[src/rtl/hsec_pkg.sv]
package hsec_pkg;

    localparam int MAXPOS = 64;

    function automatic int chk_count(int m);
        int r;
        r = 0;
        while ((1 << r) < m + r + 1) r++;
        return r;
    endfunction

    function automatic bit is_pow2(int p);
        return (p > 0) && ((p & (p - 1)) == 0);
    endfunction

    // Position (1-based) of the idx-th data bit in the codeword
    function automatic int data_pos(int idx);
        int cnt;
        int res;
        cnt = 0;
        res = 0;
        for (int p = 1; p < MAXPOS; p++) begin
            if (!is_pow2(p)) begin
                if (cnt == idx && res == 0) res = p;
                cnt++;
            end
        end
        return res;
    endfunction

    // Membership mask of parity group 2^j over positions 1..n (bit p-1)
    function automatic logic [MAXPOS-1:0] grp_mask(int j, int n);
        logic [MAXPOS-1:0] m;
        m = '0;
        for (int p = 1; p < MAXPOS; p++) begin
            if (p <= n && ((p >> j) & 1) == 1) m[p-1] = 1'b1;
        end
        return m;
    endfunction

endpackage

[src/rtl/hsec_encoder.sv]
module hsec_encoder #(
    parameter int DATA_W = 16,
    parameter int CHK_W  = 5,
    parameter int CODE_W = 21
) (
    input  logic [DATA_W-1:0] data_i,
    output logic [CODE_W-1:0] code_o
);

    logic [CODE_W-1:0] placed;
    logic [CHK_W-1:0]  par;

    for (genvar j = 0; j < CHK_W; j++) begin : g_chk_zero
        assign placed[(1 << j) - 1] = 1'b0;
    end

    for (genvar i = 0; i < DATA_W; i++) begin : g_place
        localparam int POS = hsec_pkg::data_pos(i);
        assign placed[POS-1] = data_i[i];
    end

    for (genvar j = 0; j < CHK_W; j++) begin : g_par
        localparam logic [hsec_pkg::MAXPOS-1:0] MF = hsec_pkg::grp_mask(j, CODE_W);
        assign par[j] = ^(placed & MF[CODE_W-1:0]);
    end

    always_comb begin
        code_o = placed;
        for (int j = 0; j < CHK_W; j++) begin
            code_o[(1 << j) - 1] = par[j];
        end
    end

endmodule

[src/rtl/hsec_syndrome.sv]
module hsec_syndrome #(
    parameter int CHK_W  = 5,
    parameter int CODE_W = 21
) (
    input  logic [CODE_W-1:0] code_i,
    output logic [CHK_W-1:0]  syn_o
);

    for (genvar j = 0; j < CHK_W; j++) begin : g_grp
        localparam logic [hsec_pkg::MAXPOS-1:0] MF = hsec_pkg::grp_mask(j, CODE_W);
        assign syn_o[j] = ^(code_i & MF[CODE_W-1:0]);
    end

endmodule

[src/rtl/hsec_corrector.sv]
module hsec_corrector #(
    parameter int DATA_W = 16,
    parameter int CHK_W  = 5,
    parameter int CODE_W = 21
) (
    input  logic [CODE_W-1:0] code_i,
    input  logic [CHK_W-1:0]  syn_i,
    output logic [DATA_W-1:0] data_o,
    output logic              err_o,
    output logic              uncorr_o
);

    localparam logic [CHK_W-1:0] TOP_POS = CHK_W'(CODE_W);

    logic              in_range;
    logic [CODE_W-1:0] fixed;

    assign in_range = (syn_i != '0) && (syn_i <= TOP_POS);
    assign err_o    = in_range;
    assign uncorr_o = (syn_i > TOP_POS);

    always_comb begin
        fixed = code_i;
        for (int p = 0; p < CODE_W; p++) begin
            if (in_range && syn_i == CHK_W'(p + 1)) fixed[p] = ~code_i[p];
        end
    end

    for (genvar i = 0; i < DATA_W; i++) begin : g_pick
        localparam int POS = hsec_pkg::data_pos(i);
        assign data_o[i] = fixed[POS-1];
    end

endmodule

[src/rtl/hsec_codec.sv]
module hsec_codec #(
    parameter int DATA_W = 16,
    localparam int CHK_W  = hsec_pkg::chk_count(DATA_W),
    localparam int CODE_W = DATA_W + CHK_W
) (
    input  logic              clk,
    input  logic              rst,
    input  logic [DATA_W-1:0] enc_data_i,
    output logic [CODE_W-1:0] enc_code_o,
    input  logic [CODE_W-1:0] dec_code_i,
    output logic [DATA_W-1:0] dec_data_o,
    output logic [CHK_W-1:0]  dec_syndrome_o,
    output logic              dec_err_o,
    output logic              dec_uncorr_o
);

    logic [CODE_W-1:0] enc_code_c;
    logic [CHK_W-1:0]  syn_c;
    logic [DATA_W-1:0] data_c;
    logic              err_c;
    logic              uncorr_c;

    hsec_encoder #(
        .DATA_W (DATA_W),
        .CHK_W  (CHK_W),
        .CODE_W (CODE_W)
    ) u_enc (
        .data_i (enc_data_i),
        .code_o (enc_code_c)
    );

    hsec_syndrome #(
        .CHK_W  (CHK_W),
        .CODE_W (CODE_W)
    ) u_syn (
        .code_i (dec_code_i),
        .syn_o  (syn_c)
    );

    hsec_corrector #(
        .DATA_W (DATA_W),
        .CHK_W  (CHK_W),
        .CODE_W (CODE_W)
    ) u_fix (
        .code_i   (dec_code_i),
        .syn_i    (syn_c),
        .data_o   (data_c),
        .err_o    (err_c),
        .uncorr_o (uncorr_c)
    );

    always_ff @(posedge clk) begin
        if (rst) begin
            enc_code_o     <= '0;
            dec_data_o     <= '0;
            dec_syndrome_o <= '0;
            dec_err_o      <= 1'b0;
            dec_uncorr_o   <= 1'b0;
        end else begin
            enc_code_o     <= enc_code_c;
            dec_data_o     <= data_c;
            dec_syndrome_o <= syn_c;
            dec_err_o      <= err_c;
            dec_uncorr_o   <= uncorr_c;
        end
    end

endmodule

[config.mk]
export PLATFORM = sky130hd
export DESIGN_NAME = hsec_codec
export DESIGN_NICKNAME = d
export VERILOG_FILES = /design/src/rtl/hsec_pkg.sv /design/src/rtl/hsec_encoder.sv /design/src/rtl/hsec_syndrome.sv /design/src/rtl/hsec_corrector.sv /design/src/rtl/hsec_codec.sv
export SDC_FILE = /design/constraint.sdc
export NUM_CORES = 1
export LEC_CHECK = 0
export BUFFER_PORTS_ARGS = -buffer_cell sky130_fd_sc_hd__buf_2
export CAP_MARGIN = 25
export CORE_ASPECT_RATIO = 2
export CORE_MARGIN = 2
export CORE_UTILIZATION = 49
export DETAILED_ROUTE_END_ITERATION = 16
export GPL_TIMING_DRIVEN = 0
export PLACE_DENSITY_LB_ADDON = 0.15
export SLEW_MARGIN = 40
export SYNTH_ARGS = -nofsm -noshare
export SYNTH_HDL_FRONTEND = slang
export SYNTH_HIERARCHICAL = 1
export SYNTH_SLANG_ARGS = --single-unit
export TNS_END_PERCENT = 5
[constraint.sdc]
create_clock -name clk -period 3 [get_ports clk]
set_clock_uncertainty 0.2 [all_clocks]
set_input_delay 0.45 -clock clk [delete_from_list [all_inputs] [get_ports clk]]
set_output_delay 0.45 -clock clk [all_outputs]
set_load 0.01 [all_outputs]
==> impl_metrics.toml <==
[power]
p_total_uw = 1780
power_density_nw_per_um2 = 631
vdd_ir_drop_max_uv = 396
netSwitchingPower_uw = 567
power_frac_clock_pct = 20.2
seqPwrFrac_pct = 38.3
intPower_uw = 1220
p_comb_share_pct = 41.6
p_leak_uw = 0.00134
sw_frac_of_total_pct = 31.8

[clock_network]
cts-root-buf = "clkbuf_8"
cts.clk_slew.worst_paths_ns = 0.08
cts_tree = "yes"
cts_setup_buffers = 0
cts-resized-gates = 0
cts.sinks = 44
cts_hold_buf = 0
htree_levels = 2
numCtsBuffers = 5
cts_buffer_depth = 2

[synthesis]
synth_area_leaders = "dfxtp_1 39%, xnor2_1 18%, nor2b_1 13%, buf_4 6.0%, xnor3_1 6.0%"
synth_area_per_cell_um2 = 10.8
syn-num-nets = 246
synth_top_area_share_pct = 39.3
synth_edf_count = 0
yosysUniqueCellTypes = 23
synth.most_common_cell = "nor2b_1"
post-synth-top-area-cell = "dfxtp_1"
synth-seq-cells = 44
synthTopCellsByCount = "46 x nor2b_1, 45 x xnor2_1, 44 x dfxtp_1, 18 x buf_4, 13 x xor2_1"
syn-instance-count = 207
ys_warn_count = 6
synth-seq-area-share_pct = 39.3
async_flop_share_pct = 0
synth.cell_area_um2 = 2240
synthFlopType = "dfxtp_1"

[timing]
slew_violations = 0
rsz0062_at_grt = "false"
maxSlewHeadroom_pct = 63.3
min_period_ns = 2.50
tightestPinTransition_ns = 0.546
final-hold-violation-count = 0
fmax_ghz = 0.399
tns_ns = 0
finalSetupViolations = 0
period_share_pct = 83.5

[min_path]
min_path_cells = 2
whs_endpoint = "enc_code_o[18]$_SDFF_PP0_"
hold_path_class = "primary input to flip-flop"
hp-start = "rst"

[routing]
final_antenna_net_count = 0
vias_per_cell = 4.57
dr.pass1.iters = 4
routedWlPerCell_um = 12.7
drcViolationCount = 0
dr.first_iter.drc_count = 11
wirelength_um = 4470
vias = 1603

[global_routing]
grt_usage_pct = 18.9
grt_pass1_vias = 1617
grt_start_max_net_pins = 13
grt_pass1_wl_um = 7120
grt_overflow = 0
antenna_found_initial = 0

[finish]
fin_nets = 335
drive_above_1_share_pct = 41.8
n_antenna_cell = 0
syn_to_final_growth_pct = 26.0

[die]
dieHeight_um = 99.7
start_util_pct = 51.2
num_rows = 34
die_w_um = 51.8
ioPinCount = 83
fp.coreArea_um2 = 4380
dieArea_um2 = 5170

[worst_setup_path]
startpoint_type = "primary input"
worstPathRequired_ns = 2.97
worstSetupPathType = "primary input to flip-flop"
end_kind = "flip-flop"
cp_max_fo = 8
arrival_ns = 2.47

[run_status]
outcome = "finished, final reports clean"

[placed_design]
gp_congestion = 0.861
hpwl_um = 3740
portBuffers = 82

[run]
maxCapViolCount = 0
==> metrics by stage <==
stage / cells / hold slack (ns) / area, µm² / util, % / setup WS (ns)
3_3_place_gp: 343 / 0.515 / 2720 / 62.1 / 0.204
5_1_grt: 351 / 0.247 / 2830 / 64.5 / 0.366
2_1_floorplan: 207 / 0.322 / 2240 / - / 0.691
4_1_cts: 351 / 0.217 / 2810 / 64.2 / 0.485
3_5_place_dp: 343 / 0.524 / 2720 / 62.1 / 0.179
6_report: 351 / 0.225 / 2830 / 64.5 / 0.496
==> flip-flops by register name, summed over array words and instances, names as in the netlist <==
signal	flops
dec_data_o	16
dec_err_o	1
dec_syndrome_o	5
dec_uncorr_o	1
enc_code_o	21
==> critical path, cell delays in order <==
cell     delay [ns]
buf_2          0.14
xnor2_1        0.30
xnor3_1        0.47
xnor2_1        0.25
buf_4          0.24
nor3b_2        0.24
nand3_1        0.13
xnor2_1        0.13
nor2b_1        0.12
==> layout make-up <==
type,count,area [µm²]
repair buffers,82,410
well taps,54,67.6
clock buffers,8,90.1
fillers,410,1560
flip-flops and latches,44,881
multi-input cells,140,1220
plain buffers,23,160
==> power by group through the flow <==
stage | logic (µW) | clock network [µW] | registers [µW]
detailed placement | 731 | 0 | 697
CTS | 739 | 374 | 683
global route | 807 | 399 | 691
finish | 742 | 360 | 683
global placement | 722 | 0 | 696
floorplan | 478 | 0 | 742
==> worst max path at each step <==
stage | start | to | slack (ns)
2_1_floorplan | dec_code_i[6] | dec_data_o[3]$_SDFF_PP0_ | 0.69
3_3_place_gp | dec_code_i[6] | dec_data_o[0]$_SDFF_PP0_ | 0.20
3_5_place_dp | dec_code_i[6] | dec_data_o[3]$_SDFF_PP0_ | 0.18
4_1_cts | dec_code_i[6] | dec_data_o[0]$_SDFF_PP0_ | 0.49
5_1_grt | dec_code_i[6] | dec_data_o[3]$_SDFF_PP0_ | 0.37
6_report | dec_code_i[6] | dec_data_o[3]$_SDFF_PP0_ | 0.50
==> per-layer routing <==
metal / up-vias / part of all wire, % / track usage [%]
li1: 805 / - / -
met1: 730 / 31 / 15.9
met2: 58 / 61 / 37.9
met3: 10 / 4.4 / 2.40
met4: 0 / 3.0 / 11.7
met5: - / 0 / 0
==> cells in the final DEF (no fill, tap or decap) <==
cell / count
nor2b_1: 46
nor2_1: 2
nand3b_4: 1
nand3_1: 2
xor3_1: 1
nor3_2: 1
nand4b_1: 2
xor2_2: 1
buf_2: 87
xor2_1: 13
nor3b_4: 1
buf_4: 18
clkbuf_1: 2
xnor3_1: 6
dfxtp_1: 44
and3_1: 1
xnor2_2: 4
and2b_1: 1
a21oi_1: 2
xnor2_1: 43
clkbuf_8: 6
nand3_2: 1
nand2_1: 7
nor3b_2: 4
nor3_1: 1
==> kinds of logic (layout without fill, tap and decap cells) <==
kind of cell / after synthesis / count (layout) / synth area share [%]
and+or+nand+nor: 70 / 70 / 21.3
xor gates and xnor gates: 68 / 68 / 31.9
DFF: 44 / 44 / 39.3
buffers and inverters: 23 / 113 / 7.14
AOI/OAI and AO/OA: 2 / 2 / 0.446
No activity file was read; power rests on OpenSTA's default activity.
